<file path="src/rtl/rcfg_pkg.sv">
package rcfg_pkg;

  typedef enum logic [2:0] {
    SQ_C0_GO, SQ_C0_WAIT, SQ_C1_GO, SQ_C1_WAIT,
    SQ_APPLY, SQ_F_GO, SQ_F_WAIT, SQ_IDLE
  } seq_st_t;

  typedef enum logic [1:0] {
    BR_IDLE, BR_ALE, BR_RD
  } rd_st_t;

  typedef struct packed {
    logic       wide;
    logic       rdy;
    logic [1:0] tim;
  } bus_mode_t;

  localparam int unsigned BYTE_W     = 8;
  localparam int unsigned CF_WIDE    = 1;
  localparam int unsigned CF_TIM_LSB = 2;
  localparam int unsigned CF_RDY     = 4;

endpackage

</file>
<file path="src/rtl/rcfg_rst_sync.sv">
module rcfg_rst_sync (
  input  logic clk,
  input  logic rst_n,
  output logic rst_sync_o
);
  logic s1_q, s2_q;

  always_ff @(posedge clk or negedge rst_n) begin
    if (!rst_n) begin
      s1_q <= 1'b0;
      s2_q <= 1'b0;
    end else begin
      s1_q <= 1'b1;
      s2_q <= s1_q;
    end
  end

  assign rst_sync_o = s2_q;
endmodule

</file>
<file path="src/rtl/rcfg_phase_align.sv">
module rcfg_phase_align (
  input  logic clk,
  input  logic rst_n,
  input  logic rst_sync,
  output logic clk_out_o,
  output logic ph1_o
);
  logic ph1_q;
  logic ck_q, ck_d;

  // internal phase runs from the raw release
  always_ff @(posedge clk or negedge rst_n) begin
    if (!rst_n) ph1_q <= 1'b0;
    else        ph1_q <= ~ph1_q;
  end

  // output clock: toggle, or snap to the phase the internal clock takes next
  always_comb begin
    if (ck_q != ph1_q) ck_d = ~ph1_q;
    else               ck_d = ~ck_q;
  end

  always_ff @(posedge clk or negedge rst_sync) begin
    if (!rst_sync) ck_q <= 1'b1;
    else           ck_q <= ck_d;
  end

  assign clk_out_o = ck_q;
  assign ph1_o     = ph1_q;

  AST_CLKOUT_ALIGNED: assert property (@(posedge clk) disable iff (!rst_sync)
    $past(rst_sync) |-> (clk_out_o == ph1_o));
  AST_CLKOUT_TOGGLES: assert property (@(posedge clk) disable iff (!rst_sync)
    $past(rst_sync) |=> (clk_out_o != $past(clk_out_o)));
endmodule

</file>
<file path="src/rtl/rcfg_bus_read.sv">
module rcfg_bus_read
  import rcfg_pkg::*;
#(
  parameter int unsigned ADDR_W  = 16,
  parameter int unsigned DATA_W  = 16,
  parameter int unsigned RD_WAIT = 3
) (
  input  logic              clk,
  input  logic              rst_n,
  input  logic              start_i,
  input  logic [ADDR_W-1:0] addr_i,
  input  logic              wide_i,
  input  logic [DATA_W-1:0] din_i,
  output logic              ale_o,
  output logic              rd_n_o,
  output logic [ADDR_W-1:0] addr_o,
  output logic              done_o,
  output logic [DATA_W-1:0] data_o
);
  localparam int unsigned CNT_W = (RD_WAIT < 2) ? 1 : $clog2(RD_WAIT);
  localparam logic [CNT_W-1:0] CNT_LAST = CNT_W'(RD_WAIT - 1);

  rd_st_t            st_q, st_d;
  logic [CNT_W-1:0]  cnt_q, cnt_d;
  logic [ADDR_W-1:0] addr_q, addr_d;
  logic              wide_q, wide_d;

  always_comb begin
    st_d   = st_q;
    cnt_d  = cnt_q;
    addr_d = addr_q;
    wide_d = wide_q;
    unique case (st_q)
      BR_IDLE: if (start_i) begin
        st_d   = BR_ALE;
        addr_d = addr_i;
        wide_d = wide_i;
      end
      BR_ALE: begin
        st_d  = BR_RD;
        cnt_d = '0;
      end
      BR_RD: begin
        if (cnt_q == CNT_LAST) st_d  = BR_IDLE;
        else                   cnt_d = cnt_q + 1'b1;
      end
      default: st_d = BR_IDLE;
    endcase
  end

  always_ff @(posedge clk or negedge rst_n) begin
    if (!rst_n) begin
      st_q   <= BR_IDLE;
      cnt_q  <= '0;
      addr_q <= '0;
      wide_q <= 1'b0;
    end else begin
      st_q   <= st_d;
      cnt_q  <= cnt_d;
      addr_q <= addr_d;
      wide_q <= wide_d;
    end
  end

  assign ale_o  = (st_q == BR_ALE);
  assign rd_n_o = (st_q != BR_RD);
  assign addr_o = addr_q;
  assign done_o = (st_q == BR_RD) && (cnt_q == CNT_LAST);

  generate
    if (DATA_W > BYTE_W) begin : g_mask
      assign data_o = wide_q ? din_i : {{(DATA_W-BYTE_W){1'b0}}, din_i[BYTE_W-1:0]};
    end else begin : g_narrow
      assign data_o = din_i;
    end
  endgenerate

  AST_ALE_SINGLE:  assert property (@(posedge clk) disable iff (!rst_n)
    ale_o |=> !ale_o);
  AST_RD_FOLLOWS:  assert property (@(posedge clk) disable iff (!rst_n)
    ale_o |=> !rd_n_o);
  AST_ADDR_STABLE: assert property (@(posedge clk) disable iff (!rst_n)
    (!rd_n_o && !$past(rd_n_o)) |-> $stable(addr_o));
endmodule

</file>
<file path="src/rtl/rcfg_boot_seq.sv">
module rcfg_boot_seq
  import rcfg_pkg::*;
#(
  parameter int unsigned ADDR_W  = 16,
  parameter int unsigned DATA_W  = 16,
  parameter int unsigned RD_WAIT = 3,
  parameter logic [ADDR_W-1:0] CFG0_ADDR  = 16'h2018,
  parameter logic [ADDR_W-1:0] CFG1_ADDR  = 16'h201A,
  parameter logic [ADDR_W-1:0] FETCH_ADDR = 16'h2080
) (
  input  logic              clk,
  input  logic              rst_n,
  input  logic [DATA_W-1:0] bus_din,
  output logic [ADDR_W-1:0] bus_addr,
  output logic              bus_ale,
  output logic              bus_rd_n,
  output logic              bus_hi_weak,
  output logic              bus_wide,
  output logic              bus_ready_en,
  output logic [1:0]        bus_timing,
  output logic [7:0]        cfg0,
  output logic [7:0]        cfg1,
  output logic              boot_done,
  output logic              clk_out,
  output logic              phase1
);
  logic              rst_sync;
  seq_st_t           st_q, st_d;
  logic [7:0]        cfg0_q, cfg0_d, cfg1_q, cfg1_d;
  bus_mode_t         mode_q, mode_d;
  logic              boot_q, boot_d;
  logic              rd_start, rd_wide, rd_done;
  logic [ADDR_W-1:0] rd_addr;
  logic [DATA_W-1:0] rd_data;
  logic              ccb_phase;

  rcfg_rst_sync u_sync (
    .clk        (clk),
    .rst_n      (rst_n),
    .rst_sync_o (rst_sync)
  );

  rcfg_phase_align u_phase (
    .clk       (clk),
    .rst_n     (rst_n),
    .rst_sync  (rst_sync),
    .clk_out_o (clk_out),
    .ph1_o     (phase1)
  );

  rcfg_bus_read #(
    .ADDR_W  (ADDR_W),
    .DATA_W  (DATA_W),
    .RD_WAIT (RD_WAIT)
  ) u_rd (
    .clk     (clk),
    .rst_n   (rst_sync),
    .start_i (rd_start),
    .addr_i  (rd_addr),
    .wide_i  (rd_wide),
    .din_i   (bus_din),
    .ale_o   (bus_ale),
    .rd_n_o  (bus_rd_n),
    .addr_o  (bus_addr),
    .done_o  (rd_done),
    .data_o  (rd_data)
  );

  // sequencer next state
  always_comb begin
    st_d     = st_q;
    cfg0_d   = cfg0_q;
    cfg1_d   = cfg1_q;
    mode_d   = mode_q;
    boot_d   = boot_q;
    rd_start = 1'b0;
    rd_addr  = CFG0_ADDR;
    rd_wide  = 1'b0;
    unique case (st_q)
      SQ_C0_GO: begin
        rd_start = 1'b1;
        st_d     = SQ_C0_WAIT;
      end
      SQ_C0_WAIT: if (rd_done) begin
        cfg0_d = rd_data[7:0];
        st_d   = SQ_C1_GO;
      end
      SQ_C1_GO: begin
        rd_start = 1'b1;
        rd_addr  = CFG1_ADDR;
        st_d     = SQ_C1_WAIT;
      end
      SQ_C1_WAIT: if (rd_done) begin
        cfg1_d = rd_data[7:0];
        st_d   = SQ_APPLY;
      end
      SQ_APPLY: begin
        mode_d.wide = cfg0_q[CF_WIDE];
        mode_d.rdy  = cfg0_q[CF_RDY];
        mode_d.tim  = cfg0_q[CF_TIM_LSB +: 2];
        st_d        = SQ_F_GO;
      end
      SQ_F_GO: begin
        rd_start = 1'b1;
        rd_addr  = FETCH_ADDR;
        rd_wide  = mode_q.wide;
        boot_d   = 1'b1;
        st_d     = SQ_F_WAIT;
      end
      SQ_F_WAIT: if (rd_done) st_d = SQ_IDLE;
      default: st_d = SQ_IDLE;
    endcase
  end

  always_ff @(posedge clk or negedge rst_sync) begin
    if (!rst_sync) begin
      st_q   <= SQ_C0_GO;
      cfg0_q <= '0;
      cfg1_q <= '0;
      mode_q <= '0;
      boot_q <= 1'b0;
    end else begin
      st_q   <= st_d;
      cfg0_q <= cfg0_d;
      cfg1_q <= cfg1_d;
      mode_q <= mode_d;
      boot_q <= boot_d;
    end
  end

  assign ccb_phase    = (st_q == SQ_C0_GO) || (st_q == SQ_C0_WAIT) ||
                        (st_q == SQ_C1_GO) || (st_q == SQ_C1_WAIT);
  assign bus_hi_weak  = rst_sync && ccb_phase;
  assign bus_wide     = mode_q.wide;
  assign bus_ready_en = mode_q.rdy;
  assign bus_timing   = mode_q.tim;
  assign cfg0         = cfg0_q;
  assign cfg1         = cfg1_q;
  assign boot_done    = boot_q;

  AST_CCB_NARROW:   assert property (@(posedge clk) disable iff (!rst_sync)
    (bus_ale && bus_hi_weak) |-> !bus_wide);
  AST_MODE_DEFAULT: assert property (@(posedge clk) disable iff (!rst_sync)
    bus_hi_weak |-> (!bus_ready_en && bus_timing == 2'b00 && !bus_wide));
  AST_FETCH_STRONG: assert property (@(posedge clk) disable iff (!rst_sync)
    (bus_ale && boot_done) |-> !bus_hi_weak);
  AST_BOOT_AT_ALE:  assert property (@(posedge clk) disable iff (!rst_sync)
    $rose(boot_done) |-> (bus_ale && bus_addr == FETCH_ADDR));
  AST_BOOT_STICKY:  assert property (@(posedge clk) disable iff (!rst_sync)
    boot_done |=> boot_done);
endmodule

</file>
<file path="config.mk">
export PLATFORM = sky130hd
export DESIGN_NAME = rcfg_boot_seq
export DESIGN_NICKNAME = d
export VERILOG_FILES = /design/src/rtl/rcfg_pkg.sv /design/src/rtl/rcfg_rst_sync.sv /design/src/rtl/rcfg_phase_align.sv /design/src/rtl/rcfg_bus_read.sv /design/src/rtl/rcfg_boot_seq.sv
export SDC_FILE = /design/constraint.sdc
export NUM_CORES = 1
export LEC_CHECK = 0
export CORE_AREA = 5 5 67 69
export CTS_BUF_LIST = sky130_fd_sc_hd__clkbuf_16
export CTS_CLUSTER_DIAMETER = 120
export DETAILED_ROUTE_END_ITERATION = 10
export DIE_AREA = 0 0 72 74
export PLACE_DENSITY = 0.75
export SKIP_LAST_GASP = 1
export SLEW_MARGIN = 20
export SYNTH_ARGS = -nofsm -noshare
export SYNTH_HDL_FRONTEND = slang
export SYNTH_SLANG_ARGS = --single-unit
</file>
<file path="constraint.sdc">
create_clock -name clk -period 2 [get_ports clk]
set_input_delay 0.4 -clock clk [delete_from_list [all_inputs] [get_ports clk]]
set_output_delay 0.4 -clock clk [all_outputs]
set_load 0.01 [all_outputs]
</file>
* Word-level counts from Yosys, hierarchy flattened *
Index checks and enable logic that the tools add are counted.

word-level totals
  register bits = 48
  bits of input ports = 18
  output and inout port bits = 42
  word-level logic and storage cells = 61

cells by class
  $add $sub $neg = 1
  equal/unequal tests = 17
  mux-type cells = 12
  bitwise gates (word level) = 2
  reductions and logical operators = 15

operators with widths
  operator             number
  $pmux 3 s7           1
  $pmux 8 s2           1
  $ne 2x2->1 const B   7
  $reduce_and 2->1     5
  $eq 3x3->1 const B   3
  $mux 3               3
  $eq 3x2->1 const B   2
  $mux 2               3
  $pmux 2 s3           1
  $eq 2x2->1 const B   2
  $pmux 2 s2           1
  $eq 3x1->1 const B   1
  $logic_not 3->1      1
  $logic_or 1x1->1     3
  $reduce_and 3->1     1
  $reduce_or 3->1      1
  $add 2x1->2 const B  1
  $eq 2x1->1 const B   1
  $logic_and 1x1->1    2
  $logic_not 2->1      1
  $mux 1               2
  $not 1->1            2
  $reduce_bool 2->1    1
  $ne 1x1->1           1

* Longest topological paths before layout *
  depth after elaboration = 5
  gate-level depth with buffers = 6
  mapped depth without buffers = 5

* Cells and area by module *
Synthesis repeated with hierarchy kept, for this count alone.

second synthesis, totals
  cells, all modules = 145
  area, all modules = 2,169.6 um^2

by module, submodules not included
  module            times used  cells each  area each (um^2)  sequential area each (um^2)
  rcfg_boot_seq     1           66          1,044.8           600.6
  rcfg_bus_read     1           72          1,012.2           525.5
  rcfg_phase_align  1           4           58.8              51.3
  rcfg_rst_sync     1           3           53.8              50.0

* Worst setup path after synthesis *
No wires, ideal clock.

  path type = reg2reg
  start point = register u_rd.cnt_q[0]
  end point = register cfg0_q[0] (netlist: cfg0[0])
  data arrival time = 1,658 ps
  data required time = 1,875 ps
  setup slack = 217 ps
  stages on the path, launching flop included = 7
  buffers on the path = 1
  clock period less this slack = 1,783 ps
  path through = dfrtp_1 inv_1 ha_1 nand3b_2 or4_4 buf_6 mux2_4

on the way
  word-level cells in the longest chain between the ends = 3

ends and longest elaborated chain
  item                        line                  source
  from (decl)                 rcfg_bus_read.sv:24   logic [CNT_W-1:0] cnt_q, cnt_d;
  from (signal assigned)      rcfg_bus_read.sv:59   cnt_q <= cnt_d;
  $eq 2x2->1                  rcfg_bus_read.sv:68   assign done_o = (st_q == BR_RD) && (cnt_q == CNT_LAST);
  $logic_and 1x1->1           rcfg_bus_read.sv:68
  $reduce_and 2->1 (no line)  --
  to (signal assigned)        rcfg_boot_seq.sv:124  cfg0_q <= cfg0_d;
  to (decl)                   rcfg_boot_seq.sv:29   logic [7:0] cfg0_q, cfg0_d, cfg1_q, cfg1_d;

Every way passes these cells.
A chain may end at the register's enable or synchronous reset.

* Worst setup path in the final report *
  start point = register u_rd.st_q[1]
  end point = output port bus_ale

on the way
  word-level cells in the longest chain between the ends = 1

ends and longest elaborated chain
  item                    line                 source
  from (decl)             rcfg_bus_read.sv:23  rd_st_t st_q, st_d;
  from (signal assigned)  rcfg_bus_read.sv:58  st_q <= st_d;
  $eq 2x1->1              rcfg_bus_read.sv:65  assign ale_o = (st_q == BR_ALE);
  to (decl)               rcfg_boot_seq.sv:15  output logic bus_ale,

Every way passes these cells.

==> summary.md <==
| Metric | Value |
|---|---|
| EDFF count, synth | `0` |
| Die Span Y | `74 microns` |
| Setup_tns | `0 ns` |
| Die area | `5330 sq um` |
| Area delta synth->final | `34.2%` |
| Gr ovfl total | `0` |
| Avg Inst Size Synth | `12.5 sq um` |
| Reg2reg setup slack | `0.14 ns` |
| Worst Hold Class | `flop to async pin` |
| Crit path max fanout | `12` |
| P_int | `1.27 mW` |
| RSZ-0062 raised after global routing | `no` |
| Synth Cell Area | `1590 sq um` |
| Layout cells sized above 1 | `20.5%` |
| Final Non-Filler Cells | `221` |
| First-pass GRT wire length | `5.49 mm` |
| Synth Flop Type | `dfrtp_1` |
| Pwr Density | `741 nW/um^2` |
| R2r endpoint | `cfg0[0]$_DFFE_PN0P_` |
| Maximum clock frequency | `0.523 GHz` |
| Crit path DAT | `1.51 ns` |
| Worst slack, placed | `0.155 ns` |
| Combinational share of power | `7.7%` |
| Post-synth ARST share | `100%` |
| #FFs+latches synth | `36` |
| I/O Buffers | `40` |
| Row count | `23` |
| WL/cell | `14.2 microns` |
| Area of the core | `3860 sq um` |
| Post-synth top area share | `55.0%` |
| Clk sinks | `36` |
| Top cell type by total area after synthesis | `dfrtp_1` |
| DIE WIDTH | `72 microns` |
| Status | `finished clean` |
| First-pass iteration count of the detailed router | `3` |
| Antenna diode count | `0` |
| Clk pwr share | `44.0%` |
| Worst path slowest cell | `clkdlybuf4s50_1` |
| DP Wirelength | `2.40 mm` |
| Initial core utilization | `41.3%` |
| Reg2reg path depth | `5` |
| Synth Instances | `127` |
| Sw Ratio | `19.9%` |
| Num CTS Buffers | `5` |
| Crit. End Element | `output port` |
| Drt total wl | `3.13 mm` |
| Endpoints failing setup | `0` |
| Post-Route Utilization | `55.5%` |
| DRC Markers | `0` |
| CP delay by family, top | `buffers and inverters` |
| Max Cap Violations | `0` |
| Period Utilization, post-route | `95.6%` |
| Net Sw Power | `315 uW` |
| Routability congestion estimate | `0.782` |
| Post-route ant nets | `0` |
| Post-Route Skew | `0.00183 ns` |
| Worst path cell trace | `nor2b_1 -> clkdlybuf4s50_1` |
| CP Launch Type | `flop` |
| Via Count | `1033` |
| Max Root-Sink Buffers | `2` |
| Initial antenna violation count | `0` |
| Top post-synthesis cells by area | `dfrtp_1 55%, mux2_2 8.5%, mux2_4 7.5%` |
| Iteration-0 DRC Markers | `17` |
| CTS root buffer | `clkbuf_16` |
| Hold Fails Final Rpt | `0` |
| Via-to-Cell Ratio | `4.67` |
| Vias in the first global route | `1117` |
| I/O pins | `60` |
| Clk slew on worst S/H paths | `0.05 ns` |
| Pin count of the biggest net entering global routing | `34` |
| Bufs and invs on worst path | `1` |
| Cells after DPL | `213` |
| Slack of the critical path | `0.0888 ns` |
| Worst vdd ir | `0.000628 V` |
| CTS tree | `built` |
| Filler Cell Count | `334` |
| CTS H-tree lvls | `2` |
| Register area share after synthesis | `56.6%` |
| Final nets | `189` |
| Unique masters post-synth | `31` |
| Leak | `0.953 nW` |
| Max Slew Vio Count | `0` |
| Critical Path RT | `1.60 ns` |
| Min Tclk post-route | `1.91 ns` |
| YS warnings | `0` |
| Crit-path max cell delay | `0.57 ns` |
| Sequential Power Share | `48.3%` |
| Crit Reg-Reg Startpoint | `u_rd.cnt_q[0]$_DFFE_PN0P_` |
| Gr usage total | `13.2%` |
| Crit Path Category | `flop to output port` |
| Skew-Pair Late Insertion Delay | `0.27 ns` |
synthesized netlist by cell type, types with 2 or more instances:
master    instances
dfrtp_1          35
buf_4            12
mux2_2           12
mux2_4            8
inv_1             7
nor2_1            7
o21ai_0           6
a21oi_1           4
buf_2             3
nand2_1           3
nor2b_1           3
nor3_1            3
a21o_1            2
conb_1            2
mux2i_1           2
nand2b_1          2
o21a_1            2
metal layers:
metal / vias to the layer above / routed length [microns] / global-route usage, %
met5: - / 0 / 0
met4: 0 / 32 / 4.38
met3: 5 / 214 / 4.19
met2: 32 / 1610 / 23.4
met1: 506 / 1270 / 15.2
li1: 490 / - / -
flip-flops by register name, indices dropped and copies added (netlist names), 2 cells and up:
signal and count:
u_rd.st_q 2, bus_timing 2, u_rd.cnt_q 2, cfg1 8
st_q 3, cfg0 8, u_rd.addr_o 4
placed cells by master (no fill, tap or decap):
cell / n
mux2i_1: 2
nor3_2: 1
o21a_1: 2
nor2b_1: 3
nand2b_1: 2
clkbuf_16: 5
dfstp_2: 1
mux2_2: 12
nor4b_1: 1
or4_4: 1
a211oi_1: 1
xnor2_1: 1
nor2_1: 7
clkinv_1: 2
buf_4: 4
o21ai_0: 6
dfrtp_1: 33
o21bai_1: 1
nand2_1: 3
a21o_1: 2
clkdlybuf4s50_1: 40
ha_1: 1
and4_1: 1
nand3b_2: 1
o31ai_1: 1
dfrtp_2: 2
nor3_1: 3
mux2_4: 8
inv_1: 8
a21oi_1: 4
conb_1: 12
how the worst max path moves through the flow:
stage	depth (start not counted)	to	from	slack, ns
after floorplan	6	cfg0[0]$_DFFE_PN0P_	u_rd.cnt_q[0]$_DFFE_PN0P_	0.22
after global placement	5	cfg0[5]$_DFFE_PN0P_	u_rd.cnt_q[0]$_DFFE_PN0P_	0.21
after detailed placement	5	cfg0[0]$_DFFE_PN0P_	u_rd.cnt_q[0]$_DFFE_PN0P_	0.16
after CTS	2	bus_ale	u_rd.st_q[0]$_DFFE_PN0P_	0.02
after global routing	7	cfg1[1]$_DFFE_PN0P_	u_rd.cnt_q[0]$_DFFE_PN0P_	0.01
final	2	bus_ale	u_rd.st_q[1]$_DFFE_PN0P_	0.09
per-stage QoR:
stage	area (sq um)	total power [mW]	hold slack (ns)
3_3_place_gp	2000	0.897	0.295
5_1_grt	2140	1.65	0.312
2_1_floorplan	1630	0.843	0.104
3_5_place_dp	2000	0.901	0.303
6_report	2140	1.58	0.282
4_1_cts	2140	1.60	0.306
worst register-to-register path, cell delays in order, from the launching register on:
cell and delay (ns):
dfrtp_1 0.40, inv_1 0.07, ha_1 0.26, nand3b_2 0.13
or4_4 0.55, mux2_4 0.34
timing repair:
action	4_1_cts	5_1_grt
hold buffers	0	0
resized for setup	0	2
buffers inserted	0	0
endpoints found under the setup margin	0	1
cell type report:
| cell class | count | area [sq um] | area share, % |
|---|---|---|---|
| Inverter | 7 | 26.3 | 1.23 |
| Clock buffer | 5 | 125 | 5.85 |
| Multi-Input combinational cell | 76 | 578 | 27.0 |
| Sequential cell | 36 | 905 | 42.3 |
| Tap cell | 50 | 62.6 | 2.93 |
| Clock inverter | 3 | 11.3 | 0.527 |
| Timing Repair Buffer | 44 | 430 | 20.1 |
cell families (layout without fill, tap and decap cells):
kind of cell | after synthesis | in the layout | share of synthesized area, %
fa+ha+maj | 1 | 1 | 0.785
flops | 36 | 36 | 56.6
xor+xnor | 1 | 1 | 0.550
simple gates | 23 | 23 | 8.41
buf+inv | 25 | 59 | 9.43
mux | 22 | 22 | 17.3
compound gates | 17 | 17 | 6.44
other cells | 2 | 12 | 0.472
power groups by stage:
| stage | Combinational (mW) | Sequential (mW) | Clock (mW) |
|---|---|---|---|
| after floorplan | 0.0478 | 0.795 | 0 |
| after global placement | 0.121 | 0.776 | 0 |
| after detailed placement | 0.124 | 0.778 | 0 |
| after CTS | 0.124 | 0.766 | 0.713 |
| after global routing | 0.132 | 0.768 | 0.753 |
| final | 0.122 | 0.766 | 0.697 |
Note: power is estimated with default switching activity, not from simulation.
